$ cat config.mk
export PLATFORM = sky130hd
export DESIGN_NAME = cfg_stream_loader
export DESIGN_NICKNAME = d
export VERILOG_FILES = /design/src/rtl/cfg_loader_pkg.sv /design/src/rtl/cfg_rst_sync.sv /design/src/rtl/cfg_ready_timer.sv /design/src/rtl/cfg_crc16.sv /design/src/rtl/cfg_stream_loader.sv
export SDC_FILE = /design/constraint.sdc
export NUM_CORES = 1
export LEC_CHECK = 0
export BUFFER_PORTS_ARGS = -buffer_cell sky130_fd_sc_hd__buf_2
export CAP_MARGIN = 20
export CORE_MARGIN = 10
export CORE_UTILIZATION = 59
export CTS_CLUSTER_SIZE = 8
export DETAILED_ROUTE_END_ITERATION = 12
export HOLD_SLACK_MARGIN = 0.05
export PLACE_DENSITY = 0.81
export SYNTH_ARGS = -nofsm -noshare
export SYNTH_HDL_FRONTEND = slang
export SYNTH_SLANG_ARGS = --single-unit
$ cat constraint.sdc
create_clock -name clk -period 4.3 [get_ports clk]
set_clock_uncertainty 0.2 [all_clocks]
set_input_delay 0.215 -clock clk [delete_from_list [all_inputs] [get_ports clk]]
set_output_delay 0.215 -clock clk [all_outputs]
set_load 0.1 [all_outputs]
$ cat src/rtl/cfg_loader_pkg.sv
`timescale 1ns/1ps
package cfg_loader_pkg;
  localparam logic [15:0] CRC_POLY = 16'h1021;
  localparam logic [15:0] CRC_SEED = 16'hFFFF;

  // One byte of CRC-16 update, MSB first, byte folded into top half first.
  function automatic logic [15:0] crc16_step(input logic [15:0] c, input logic [7:0] d);
    logic [15:0] r;
    r = c ^ {d, 8'h00};
    for (int k = 0; k < 8; k++) begin
      r = r[15] ? ((r << 1) ^ CRC_POLY) : (r << 1);
    end
    return r;
  endfunction
endpackage

$ cat src/rtl/cfg_rst_sync.sv
`timescale 1ns/1ps
module cfg_rst_sync #(
  parameter int STAGES = 2
) (
  input  logic clk,
  input  logic rst_n_async,
  output logic rst_n_sync
);
  logic [STAGES-1:0] sync_q;

  always_ff @(posedge clk or negedge rst_n_async) begin
    if (!rst_n_async) sync_q <= '0;
    else              sync_q <= {sync_q[STAGES-2:0], 1'b1};
  end

  assign rst_n_sync = sync_q[STAGES-1];
endmodule

$ cat src/rtl/cfg_ready_timer.sv
`timescale 1ns/1ps
module cfg_ready_timer #(
  parameter int DLY = 4
) (
  input  logic clk,
  input  logic rst_n,
  output logic ready
);
  localparam int TW = (DLY < 2) ? 1 : $clog2(DLY);

  logic [TW-1:0] cnt_q, cnt_d;
  logic          rdy_q, rdy_d;

  always_comb begin
    cnt_d = cnt_q;
    rdy_d = rdy_q;
    if (!rdy_q) begin
      if (cnt_q == TW'(DLY - 1)) rdy_d = 1'b1;
      else                       cnt_d = cnt_q + 1'b1;
    end
  end

  always_ff @(posedge clk or negedge rst_n) begin
    if (!rst_n) begin
      cnt_q <= '0;
      rdy_q <= 1'b0;
    end else begin
      cnt_q <= cnt_d;
      rdy_q <= rdy_d;
    end
  end

  assign ready = rdy_q;
endmodule

$ cat src/rtl/cfg_crc16.sv
`timescale 1ns/1ps
module cfg_crc16
  import cfg_loader_pkg::*;
(
  input  logic        clk,
  input  logic        rst_n,
  input  logic        en,
  input  logic [7:0]  din,
  output logic [15:0] crc_nxt
);
  logic [15:0] crc_q, crc_d;

  always_comb begin
    crc_nxt = crc16_step(crc_q, din);
    crc_d   = en ? crc_nxt : crc_q;
  end

  always_ff @(posedge clk or negedge rst_n) begin
    if (!rst_n) crc_q <= CRC_SEED;
    else        crc_q <= crc_d;
  end
endmodule

$ cat src/rtl/cfg_stream_loader.sv
`timescale 1ns/1ps
module cfg_stream_loader #(
  parameter int IMG_LEN     = 10496,
  parameter int READY_DLY   = 4,
  parameter int SYNC_STAGES = 2,
  localparam int CNT_W      = $clog2(IMG_LEN + 1),
  localparam int ADDR_W     = $clog2(IMG_LEN)
) (
  input  logic              clk,
  input  logic              rst_n,
  input  logic              wr_en,
  input  logic [7:0]        wr_data,
  output logic              bus_ready,
  output logic              load_done,
  output logic              crc_ok,
  output logic [CNT_W-1:0]  byte_count,
  output logic              mem_we,
  output logic [ADDR_W-1:0] mem_addr,
  output logic [7:0]        mem_wdata
);
  logic rst_n_int;
  logic ready;
  logic accept;
  logic last_byte;
  logic [15:0] crc_nxt;

  logic [CNT_W-1:0]  cnt_q, cnt_d;
  logic              done_q, done_d;
  logic              ok_q, ok_d;
  logic              we_q, we_d;
  logic [ADDR_W-1:0] addr_q, addr_d;
  logic [7:0]        wdat_q, wdat_d;

  cfg_rst_sync #(.STAGES(SYNC_STAGES)) u_rst_sync (
    .clk         (clk),
    .rst_n_async (rst_n),
    .rst_n_sync  (rst_n_int)
  );

  cfg_ready_timer #(.DLY(READY_DLY)) u_ready (
    .clk   (clk),
    .rst_n (rst_n_int),
    .ready (ready)
  );

  cfg_crc16 u_crc (
    .clk     (clk),
    .rst_n   (rst_n_int),
    .en      (accept),
    .din     (wr_data),
    .crc_nxt (crc_nxt)
  );

  // Window gate: only between ready and completion.
  assign accept    = wr_en & ready & ~done_q;
  assign last_byte = (cnt_q == CNT_W'(IMG_LEN - 1));

  always_comb begin
    cnt_d  = cnt_q;
    done_d = done_q;
    ok_d   = ok_q;
    we_d   = accept;
    addr_d = addr_q;
    wdat_d = wdat_q;
    if (accept) begin
      cnt_d  = cnt_q + 1'b1;
      addr_d = cnt_q[ADDR_W-1:0];
      wdat_d = wr_data;
      if (last_byte) begin
        done_d = 1'b1;
        ok_d   = (crc_nxt == 16'h0000);
      end
    end
  end

  always_ff @(posedge clk or negedge rst_n_int) begin
    if (!rst_n_int) begin
      cnt_q  <= '0;
      done_q <= 1'b0;
      ok_q   <= 1'b0;
      we_q   <= 1'b0;
      addr_q <= '0;
      wdat_q <= '0;
    end else begin
      cnt_q  <= cnt_d;
      done_q <= done_d;
      ok_q   <= ok_d;
      we_q   <= we_d;
      addr_q <= addr_d;
      wdat_q <= wdat_d;
    end
  end

  assign bus_ready  = ready;
  assign load_done  = done_q;
  assign crc_ok     = ok_q;
  assign byte_count = cnt_q;
  assign mem_we     = we_q;
  assign mem_addr   = addr_q;
  assign mem_wdata  = wdat_q;
endmodule

======== Word level (Yosys, flattened, before mapping) ========
Index checks and enable logic that the tools add are counted.
cells by class
  bitwise gates (word level) .............. 14
  add/sub/neg operators ................... 2
  reduce and logical (&&, ||, !) cells .... 3
  equal/unequal tests ..................... 2
  mux-type cells .......................... 10
operators with widths
  cell                     count
  $mux W13                 8
  $not A3 Y3               8
  $logic_not A16 Y1        1
  $xor A16 B16 Y16         1
  $add A14 B1 Y14 const B  1
  $eq A14 B14 Y1 const B   1
  $reduce_and A2 Y1        2
  $not A1 Y1               3
  $add A2 B1 Y2 const B    1
  $and A1 B1 Y1            2
  $eq A2 B2 Y1 const B     1
  $mux W1                  2
word-level totals
  input bits .............................. 11
  register bits after elaboration ......... 60
  output and inout bits ................... 40
  logic and storage cells ................. 41

======== Depth between registers and ports, before layout ========
Gate-level depths: netlist of run 1.
  depth in word-level cells ............... 18
  mapped depth ............................ 6
  gate-level depth less buffers ........... 6

======== Modules after synthesis ========
Synthesis of run 1 repeated with hierarchy kept, for this count alone.
unflattened totals
  cells, all modules ...................... 238
  area, all modules ....................... 2772.7 um2
modules (own cells, without submodules)
  module             cells each  instances  area each (um2)
  cfg_stream_loader  162         1          1590.3
  cfg_crc16          65          1          1007.2
  cfg_ready_timer    8           1          121.4
  cfg_rst_sync       3           1          53.8

======== Worst setup path before layout of run 1 ========
OpenSTA, ideal clock, no wires.
  kind .................................... reg-to-reg
  start point ............................. register cnt_q[0], in the netlist byte_count[0]
  end point ............................... register ok_q, in the netlist crc_ok
  stages on the path, launching flop included .. 6
  slack ................................... 1.787 ns
  arrival ................................. 2.221 ns
  period minus slack after synthesis ...... 2.513 ns
  path buffers ............................ 0
  required time ........................... 4.008 ns
  path through ............................ dfrtp_1 ha_1 nand3_1 nor3_1 nand4b_1 o31ai_2
on the way
  longest elaborated chain between the ends .. 2
ends and longest elaborated chain
  what                         RTL line                 RTL
  start, declared              cfg_stream_loader.sv:27  logic [CNT_W-1:0] cnt_q, cnt_d;
  start signal, assigned       cfg_stream_loader.sv:85  cnt_q <= cnt_d;
  $eq A14 B14 Y1               cfg_stream_loader.sv:56  assign last_byte = (cnt_q == CNT_W'(IMG_LEN - 1));
  $reduce_and A2 Y1 (no line)  -
  end signal, assigned         cfg_stream_loader.sv:87  ok_q <= ok_d;
  end, declared                cfg_stream_loader.sv:29  logic ok_q, ok_d;
No other way between the ends.
A chain may end at the register's enable or synchronous reset.

======== Worst setup path in the final report of run 1 ========
  start point ............................. register done_q, in the netlist load_done
  end point ............................... register ok_q, in the netlist crc_ok
on the way
  longest elaborated chain between the ends .. 3
ends and longest elaborated chain
  what                         RTL line                 RTL
  start, declared              cfg_stream_loader.sv:28  logic done_q, done_d;
  start signal, assigned       cfg_stream_loader.sv:86  done_q <= done_d;
  $not A1 Y1                   cfg_stream_loader.sv:55  assign accept = wr_en & ready & ~done_q;
  $and A1 B1 Y1                cfg_stream_loader.sv:55
  $reduce_and A2 Y1 (no line)  -
No other way between the ends.

==> results of run 1 <==
## flip-flops by register name (all words and copies together), names as in the netlist, 2 cells and up
name and cells:
byte_count 14, mem_addr 14, u_ready.cnt_q 2, u_rst_sync.sync_q 2
mem_wdata 8, u_crc.crc_q 16
## per-stage QoR
| stage | instance area (sq um) | setup WS (ps) | power (W) | utilization | std cells |
|---|---|---|---|---|---|
| final | 3240 | 1960 | 0.00248 | 0.743 | 375 |
| after global routing | 3240 | 1760 | 0.00262 | 0.743 | 375 |
| after CTS | 3240 | 1950 | 0.00250 | 0.743 | 375 |
| after detailed placement | 2930 | 1970 | 0.00197 | 0.672 | 348 |
| after global placement | 2930 | 2060 | 0.00195 | 0.672 | 348 |
| after floorplan | 2640 | 1790 | 0.00178 | - | 253 |
## power by group
part / internal (W) / switching, W
Clock: 0.000295 / 0.000222
Sequential: 0.000759 / 0.000125
Combinational: 0.000310 / 0.000773
## cells by family (layout without fill, tap and decap cells)
kind of cell | after synthesis | in the layout | share of synthesized area
flip-flops | 60 | 60 | 0.577
multiplexers | 2 | 2 | 0.00806
AND/OR/NAND/NOR | 122 | 122 | 0.202
buffers and inverters | 10 | 80 | 0.0171
adder cells (fa/ha/maj) | 2 | 2 | 0.00948
AO/OA/AOI/OAI | 16 | 16 | 0.0351
XOR/XNOR | 40 | 40 | 0.150
other | 1 | 1 | 0.00142
## final cells by class
cell class	instances	share of cell area
Clock buffer	11	0.0468
Tap cell	52	0.0201
Inverter	2	0.00232
Timing Repair Buffer	62	0.114
Sequential cell	60	0.470
Clock inverter	5	0.0155
Multi-Input combinational cell	183	0.331
## how the worst max path moves through the flow
stage / from / to / slack (ps) / depth (start not counted)
after floorplan: byte_count[0] / crc_ok / 1790 / 5
final: load_done / crc_ok / 1960 / 4
after CTS: load_done / crc_ok / 1950 / 4
after global routing: load_done / byte_count[13] / 1760 / 5
after detailed placement: load_done / crc_ok / 1970 / 4
after global placement: load_done / crc_ok / 2060 / 4
## routing by layer
metal / GRT usage / vias to the layer above / routed length [microns]
li1: - / 940 / -
met1: 0.196 / 926 / 2430
met2: 0.259 / 47 / 2790
met3: 0.0562 / 9 / 351
met4: 0.0707 / 0 / 87
met5: 0 / - / 0
## critical path, stage by stage, from the launching register on
cell and delay [ps]:
dfrtp_1 400, nand3b_4 550, nor3_1 590, nand4b_1 250, o31ai_2 270
## cell usage in the layout (no fill, tap or decap), drive strengths merged, types with 5 or more instances in the layout
master	instances
clkbuf	11
buf	51
nand2	95
xor2	15
dfstp	16
xnor2	25
dfrtp	44
nand3	5
o21ai	13
dlygate4sd3	11
## what timing repair did
action | CTS | global route
endpoints found under the hold margin | 27 | 0
hold buffers | 11 | 0
setup endpoints to repair | 0 | 0
==> summary.md, run 1 <==
| Metric | Value |
|---|---|
| RSZ-0062 raised after global routing | false |
| Worst r2r path cells | 4 |
| Sequential area share after synthesis | 0.577 |
| Die Ht | 86.9 microns |
| Total setup buffers inserted after CTS | 0 |
| Setup crit end kind | register |
| HP Start | u_rst_sync.sync_q[0] |
| Final min period | 2340 ps |
| CTS Root Cell | clkbuf_8 |
| Sequential cell area | 1520 sq um |
| Slew margin rel. | 0.520 |
| Syn-to-layout area delta | 22.7% |
| Placer congestion estimate | 0.799 |
| DRT Pass-1 Iters | 4 |
| Initial cell density of the core | 0.606 |
| Hold depth | 0 |
| Routed wire per std cell | 15.1 microns |
| Top post-synthesis cells by area | dfrtp_1 42%, dfstp_2 16%, nand2_1 14% |
| Worst slew pin tran | 718 ps |
| Fraction of registers with async set/reset | 1.00 |
| Global Route Usage Sum | 0.163 |
| TritonCTS clock tree | yes |
| Synth area leader | dfrtp_1 |
| Min Hold Slack | 160 ps |
| # IOs | 51 |
| Reg2reg end | crc_ok |
| Setup TNS | 0 ps |
| H-tree levels | 3 |
| CP max FO | 57 |
| Synth cell count leaders | 95 x nand2_1, 44 x dfrtp_1, 20 x xnor2_1 |
| Peak supply drop | 0.000593 V |
| Clock sink count | 60 |
| MaxCap Viol Count | 0 |
| DRC viols | 0 |
| Outcome | complete, no violations |
| I/O Buffers | 50 |
| Antenna Cells | 0 |
| Clk_lat worst skew | 350 ps |
| FF-to-FF setup slack | 1960 ps |
| Achievable Freq | 427 MHz |
| Critical Path RT | 4360 ps |
| Post-CTS sizing | 0 |
| First DRT Iteration DRCs | 96 |
| Final Hold Vio Count | 0 |
| HP Class | register to register |
| FILL cells | 309 |
| Top-area cell type share of the netlist area | 0.417 |
| Largest net degree at the start of global routing | 58 |
| Hold endpoint | u_rst_sync.sync_q[1] |
| Synth Area per Inst | 10.4 sq um |
| Reg2reg start | load_done |
| Layout cells sized above 1 | 0.297 |
| Row count | 24 |
| Vias in the first global route | 2007 |
| DRT Wirelength | 5660 microns |
| Tcrit/Tclk final | 0.545 |
| Count leader, synth | nand2_1 |
| Gr ovfl total | 0 |
| Max Slew Vio Count | 0 |
| Die Wd | 86.9 microns |
| Core area | 4350 sq um |
| Leakage | 1.65 nW |
| PwrDens | 767 nW/um^2 |
| Area of the die | 7550 sq um |
| Setup crit start kind | register |
| Yosys reg bits | 60 |
| Warning count from the yosys run | 0 |
| First-pass GRT wire length | 9710 microns |
| Post-synthesis cell type count | 34 |
| Post-Syn Instances | 253 |
| Clock buffer depth | 2 |
| Syn Nets | 266 |
| Hpwl dp | 3760 microns |
| Area taken by multi-input logic gates | 1070 sq um |
| DRT antenna net count | 0 |
| Worst Path Arrival | 2400 ps |
| Clock slew at reported path FFs | 70 ps |
| Post-Syn Area | 2640 sq um |
| DR vias/cell | 5.13 |
| Initial antenna violation count | 0 |
| Ys flop type | dfrtp_1 |
| Final setup violating endpoints | 0 |
| Vias | 1922 |
| Post-synth EDFFs | 0 |
| Nets | 331 |
| CTS Buf Count | 9 |
| WS Path Type | register to register |
Note: power is estimated with default switching activity, not from simulation.
==> inputs of run 2 (changes only) <==
- CORE_UTILIZATION: 59 -> 49
- PLACE_DENSITY: 0.81 -> 0.72
- clock period: 4.3 -> 2.1 ns (I/O delays scaled with it)
==> run 2 against run 1 <==
  * Worst setup slack worse by 1800 ps
  * Via count is 0.31% lower
  * Largest cell class unchanged
  * Clock-buffer cell count is 1 lower
  * Register-to-register slack worse by 1800 ps
  * Flip-flop and latch count stayed put
  * Die area is 16% higher
==> summary.md, run 2 (synthesized netlist as in run 1, its figures left out) <==
| Metric | Value |
|---|---|
| Achievable Freq | 503 MHz |
| Nets | 337 |
| Clock slew at reported path FFs | 70 ps |
| Vias in the first global route | 2035 |
| Final Hold Vio Count | 0 |
| PwrDens | 1580 nW/um^2 |
| Syn-to-layout area delta | 28.2% |
| DRT Pass-1 Iters | 4 |
| Setup TNS | 0 ps |
| Utilization after layout | 0.654 |
| Setup crit start kind | register |
| Row count | 26 |
| First DRT Iteration DRCs | 48 |
| TritonCTS clock tree | yes |
| Die Wd | 93.4 microns |
| Post-CTS sizing | 0 |
| Clk pwr share | 0.236 |
| Max Slew Vio Count | 0 |
| DRT antenna net count | 0 |
| Worst Path Arrival | 2010 ps |
| MaxCap Viol Count | 0 |
| Vias | 1916 |
| Sw Ratio | 0.428 |
| Area of the die | 8720 sq um |
| DRC viols | 0 |
| Initial antenna violation count | 0 |
| Commonest non-fill, non-tap cells in the layout | 95 x nand2_1, 50 x buf_2, 33 x dfrtp_1, 20 x xnor2_1, 16 x dfstp_2 |
| Critical Path RT | 2120 ps |
| RSZ-0062 raised after global routing | false |
| HP Class | register to async pin |
| Antenna Cells | 0 |
| Tcrit/Tclk final | 0.946 |
| CP max FO | 5 |
| Worst slew pin tran | 657 ps |
| Net Switching | 0.00229 W |
| CTS Root Cell | clkbuf_8 |
| Routed wire per std cell | 14.1 microns |
| Reg power frac | 0.345 |
| Final setup violating endpoints | 0 |
| WS Path Type | register to register |
| Commonest non-fill, non-tap cell in the layout | nand2_1 |
| Clock sink count | 60 |
| Slew margin rel. | 0.559 |
| Largest net degree at the start of global routing | 45 |
| I/O Buffers | 50 |
| First-pass GRT wire length | 9650 microns |
| H-tree levels | 3 |
| Final min period | 1990 ps |
| Core area | 5170 sq um |
| Total setup buffers inserted after CTS | 0 |
| Gr ovfl total | 0 |
| Outcome | complete, no violations |
| Setup crit end kind | register |
| # IOs | 51 |
| Max reg flops | 16 |
| DRT Wirelength | 5630 microns |
| Leakage | 1.68 nW |
| Layout cells sized above 1 | 0.343 |
| Initial cell density of the core | 0.510 |
| Hpwl dp | 4030 microns |
| Top reg by flops | u_crc.crc_q |
| Global Route Usage Sum | 0.141 |
| Placer congestion estimate | 0.788 |
| Clk_lat worst skew | 330 ps |
| Cell Int Power | 0.00305 W |
| Peak supply drop | 0.00110 V |
| Min Hold Slack | 84.0 ps |
| Power share of the combinational group | 0.419 |
| Clock buffer depth | 2 |
| DR vias/cell | 4.80 |
| Die Ht | 93.4 microns |
| CTS Buf Count | 9 |
## run 2: cell types whose count changed in the layout (fill, tap and decap cells not counted), sizes merged
cell	delta
buf	+6
bufinv	+2
clkinv	-2
clkbuf	-1
clkinvlp	+1
## run 2: worst paths after layout
check | start | to | slack (ps) | cells after the start
worst max-delay path | u_crc.crc_q[8] | crc_ok | 110 | 5
worst min-delay path | u_rst_sync.sync_q[1] | mem_addr[6] | 80 | 0
worst max register to register | u_crc.crc_q[8] | crc_ok | 110 | 5
worst min register to register | u_rst_sync.sync_q[1] | mem_addr[6] | 80 | 0
max in group asynchronous | u_rst_sync.sync_q[1] | u_crc.crc_q[10] | 950 | 1
min in group clk | u_rst_sync.sync_q[0] | u_rst_sync.sync_q[1] | 160 | 0
## run 2: stage by stage
stage               instance area, sq um  std cells  power [W]  setup WS [ps]
floorplan                           2660        253    0.00366           2.72
CTS                                 3380        399    0.00542           96.9
finish                              3380        399    0.00534            112
detailed placement                  3020        372    0.00411            112
global route                        3380        399    0.00566           1.40
global placement                    3020        372    0.00404            152
## run 2: final cells by class
class	instances	area, sq um
Inverter	2	7.51
Sequential cell	60	1540
Tap cell	70	87.6
Fill cell	413	1790
Clock buffer	10	138
Multi-Input combinational cell	183	1080
Clock inverter	6	111
Timing Repair Buffer	68	425
## run 2: timing repair
action                                 in CTS  in global routing
endpoints found under the hold margin      15                  0
hold buffers                               11                  0
setup endpoints to repair                   0                  0
## run 2: power by group through the flow
stage	Combinational, W	Clock, W	Sequential, W
finish	0.00224	0.00126	0.00184
CTS	0.00227	0.00130	0.00185
global placement	0.00220	0	0.00184
floorplan	0.000982	0	0.00268
global route	0.00242	0.00135	0.00189
detailed placement	0.00224	0	0.00186
## run 2: worst max-delay path: stages, from the launching register on
cell and delay, ps:
dfstp_2 540, xor2_1 310, xnor2_2 210, xor2_1 280, mux2i_1 250, o31ai_2 80
## run 2: per-layer routing
| metal | track usage | up-vias | routed length (microns) | share of wire |
|---|---|---|---|---|
| met4 | 0.0463 | 0 | 31 | 0.0055 |
| met3 | 0.0791 | 4 | 505 | 0.090 |
| met5 | 0 | - | 0 | 0 |
| met1 | 0.162 | 914 | 2410 | 0.43 |
| met2 | 0.216 | 48 | 2680 | 0.48 |
| li1 | - | 950 | - | - |
==> inputs of run 3 (changes only) <==
- REMOVE_ABC_BUFFERS: not set -> 1
==> run 3 against run 2 <==
  * Sequential share of layout area is 0.53 points higher
  * Highest routed layer unchanged
  * Via count is 1.4% lower
  * Critical path depth stayed put
  * Die area stayed put
  * First-iteration DRC count is 140% higher
  * Worst setup slack better by 0.65 ps
  * Non-clock buffer count stayed put
  * Sequential power hardly changed
  * Hold slack worse by 38 ps
  * Wire length is 0.14% higher
  * Core utilization is 1.3 points lower
  * Clock-buffer cell count stayed put
==> summary.md, run 3 (synthesized netlist as in run 1, its figures left out) <==
| Metric | Value |
|---|---|
| Slew margin rel. | 0.469 |
| Initial antenna violation count | 0 |
| # IOs | 51 |
| Clk_lat worst skew | 320 ps |
| Hpwl dp | 3830 microns |
| Min Hold Slack | 46.3 ps |
| Outcome | complete, no violations |
| Setup crit start kind | register |
| RSZ-0062 raised after global routing | false |
| Reg2reg end | crc_ok |
| Core area | 5170 sq um |
| Nets | 337 |
| Die Ht | 93.4 microns |
| Final min period | 1990 ps |
| Setup TNS | 0 ps |
| Max Slew Vio Count | 0 |
| Vias in the first global route | 1952 |
| Max reg flops | 16 |
| Top reg by flops | u_crc.crc_q |
| Final setup violating endpoints | 0 |
| DRT Pass-1 Iters | 4 |
| Worst slew pin tran | 794 ps |
| Setup crit end kind | register |
| Initial cell density of the core | 0.510 |
| FF-to-FF setup slack | 110 ps |
| Vias | 1889 |
| Slowest CP cell | dfstp_2 |
| I/O Buffers | 50 |
| Syn-to-layout area delta | 25.7% |
| Clock buffer depth | 2 |
| First-pass GRT wire length | 9850 microns |
| Global Route Usage Sum | 0.142 |
| Clock slew at reported path FFs | 70 ps |
| DR vias/cell | 4.75 |
| DRC viols | 0 |
| Critical Path RT | 2110 ps |
| Worst r2r path cells | 5 |
| PwrDens | 1530 nW/um^2 |
| Worst Path Arrival | 1990 ps |
| Routed wire per std cell | 14.2 microns |
| TritonCTS clock tree | yes |
| Largest net degree at the start of global routing | 41 |
| MaxCap Viol Count | 0 |
| Leakage | 1.67 nW |
| Final Hold Vio Count | 0 |
| Commonest non-fill, non-tap cells in the layout | 95 x nand2_1, 50 x buf_2, 43 x dfrtp_1, 20 x xnor2_1, 16 x dfstp_2 |
| Total setup buffers inserted after CTS | 0 |
| HP Class | register to async pin |
| Commonest non-fill, non-tap cell in the layout | nand2_1 |
| Area of the die | 8720 sq um |
| Tcrit/Tclk final | 0.946 |
| Largest stage delay on the critical path | 550 ps |
| CTS Root Cell | clkbuf_8 |
| Peak supply drop | 0.00156 V |
| Die Wd | 93.4 microns |
| Crit path cell chain | xor2_2 -> xnor2_2 -> xor2_1 -> mux2i_1 -> o31ai_2 |
| DRT antenna net count | 0 |
| Row count | 26 |
| CP max FO | 5 |
| CTS Buf Count | 9 |
| First DRT Iteration DRCs | 114 |
| Gr ovfl total | 0 |
| Achievable Freq | 503 MHz |
| WS Path Type | register to register |
| H-tree levels | 3 |
| Antenna Cells | 0 |
| DRT Wirelength | 5640 microns |
| Final worst slack | 113 ps |
| Reg2reg start | u_crc.crc_q[12] |
| Clock sink count | 60 |
| Placer congestion estimate | 0.767 |
| Layout cells sized above 1 | 0.308 |
| Pre-CTS setup slack | 115 ps |
-- run 3: how the worst max path moves through the flow --
stage	from	endpoint	slack (ps)	depth (start not counted)
after floorplan	u_ready.ready	byte_count[13]	-720	5
after global placement	u_crc.crc_q[8]	crc_ok	170	5
after detailed placement	u_crc.crc_q[8]	crc_ok	110	5
after CTS	u_crc.crc_q[8]	crc_ok	50	5
after global routing	wr_data[7]	crc_ok	30	7
final	u_crc.crc_q[12]	crc_ok	110	5
-- run 3: worst max-delay path: cells and delay by family (launching register included) --
family / cells / cell delay [ps]
mux: 1 / 260
xor+xnor: 3 / 780
compound gates: 1 / 80
flops: 1 / 550
-- run 3: area by class of cell --
class,count,area [sq um]
fill,426,1860
sequential,60,1520
multi-input combinational,183,1080
timing repair buffer,68,428
clock buffer,10,138
tap,70,87.6
clock inverter,5,52.6
inverter,2,7.51
-- run 3: power by group --
group	total, W	switching [W]	internal, W
sequential	0.00181	0.000259	0.00155
combinational	0.00227	0.00159	0.000685
clock	0.00100	0.000434	0.000567
-- run 3: repair_timing --
action                                 in CTS  in global routing
hold buffers                               12                  0
endpoints found under the hold margin      33                  0
setup endpoints to repair                   0                  1
gates resized for setup                     0                  1
-- run 3: metrics by stage --
| step | power (W) | instance area, sq um | utilization | cells |
|---|---|---|---|---|
| after floorplan | 0.00364 | 2600 | - | 245 |
| after CTS | 0.00514 | 3310 | 0.640 | 398 |
| after detailed placement | 0.00408 | 3000 | 0.580 | 371 |
| final | 0.00509 | 3320 | 0.641 | 398 |
| after global routing | 0.00541 | 3320 | 0.641 | 398 |
| after global placement | 0.00404 | 3000 | 0.580 | 371 |
-- run 3: per-layer routing --
layer	vias up	wire length, microns	share of wire	track usage
li1	954	-	-	-
met5	-	0	0	0
met4	0	75	0.013	0.0694
met1	887	2500	0.44	0.182
met2	40	2670	0.47	0.207
met3	8	393	0.070	0.0520
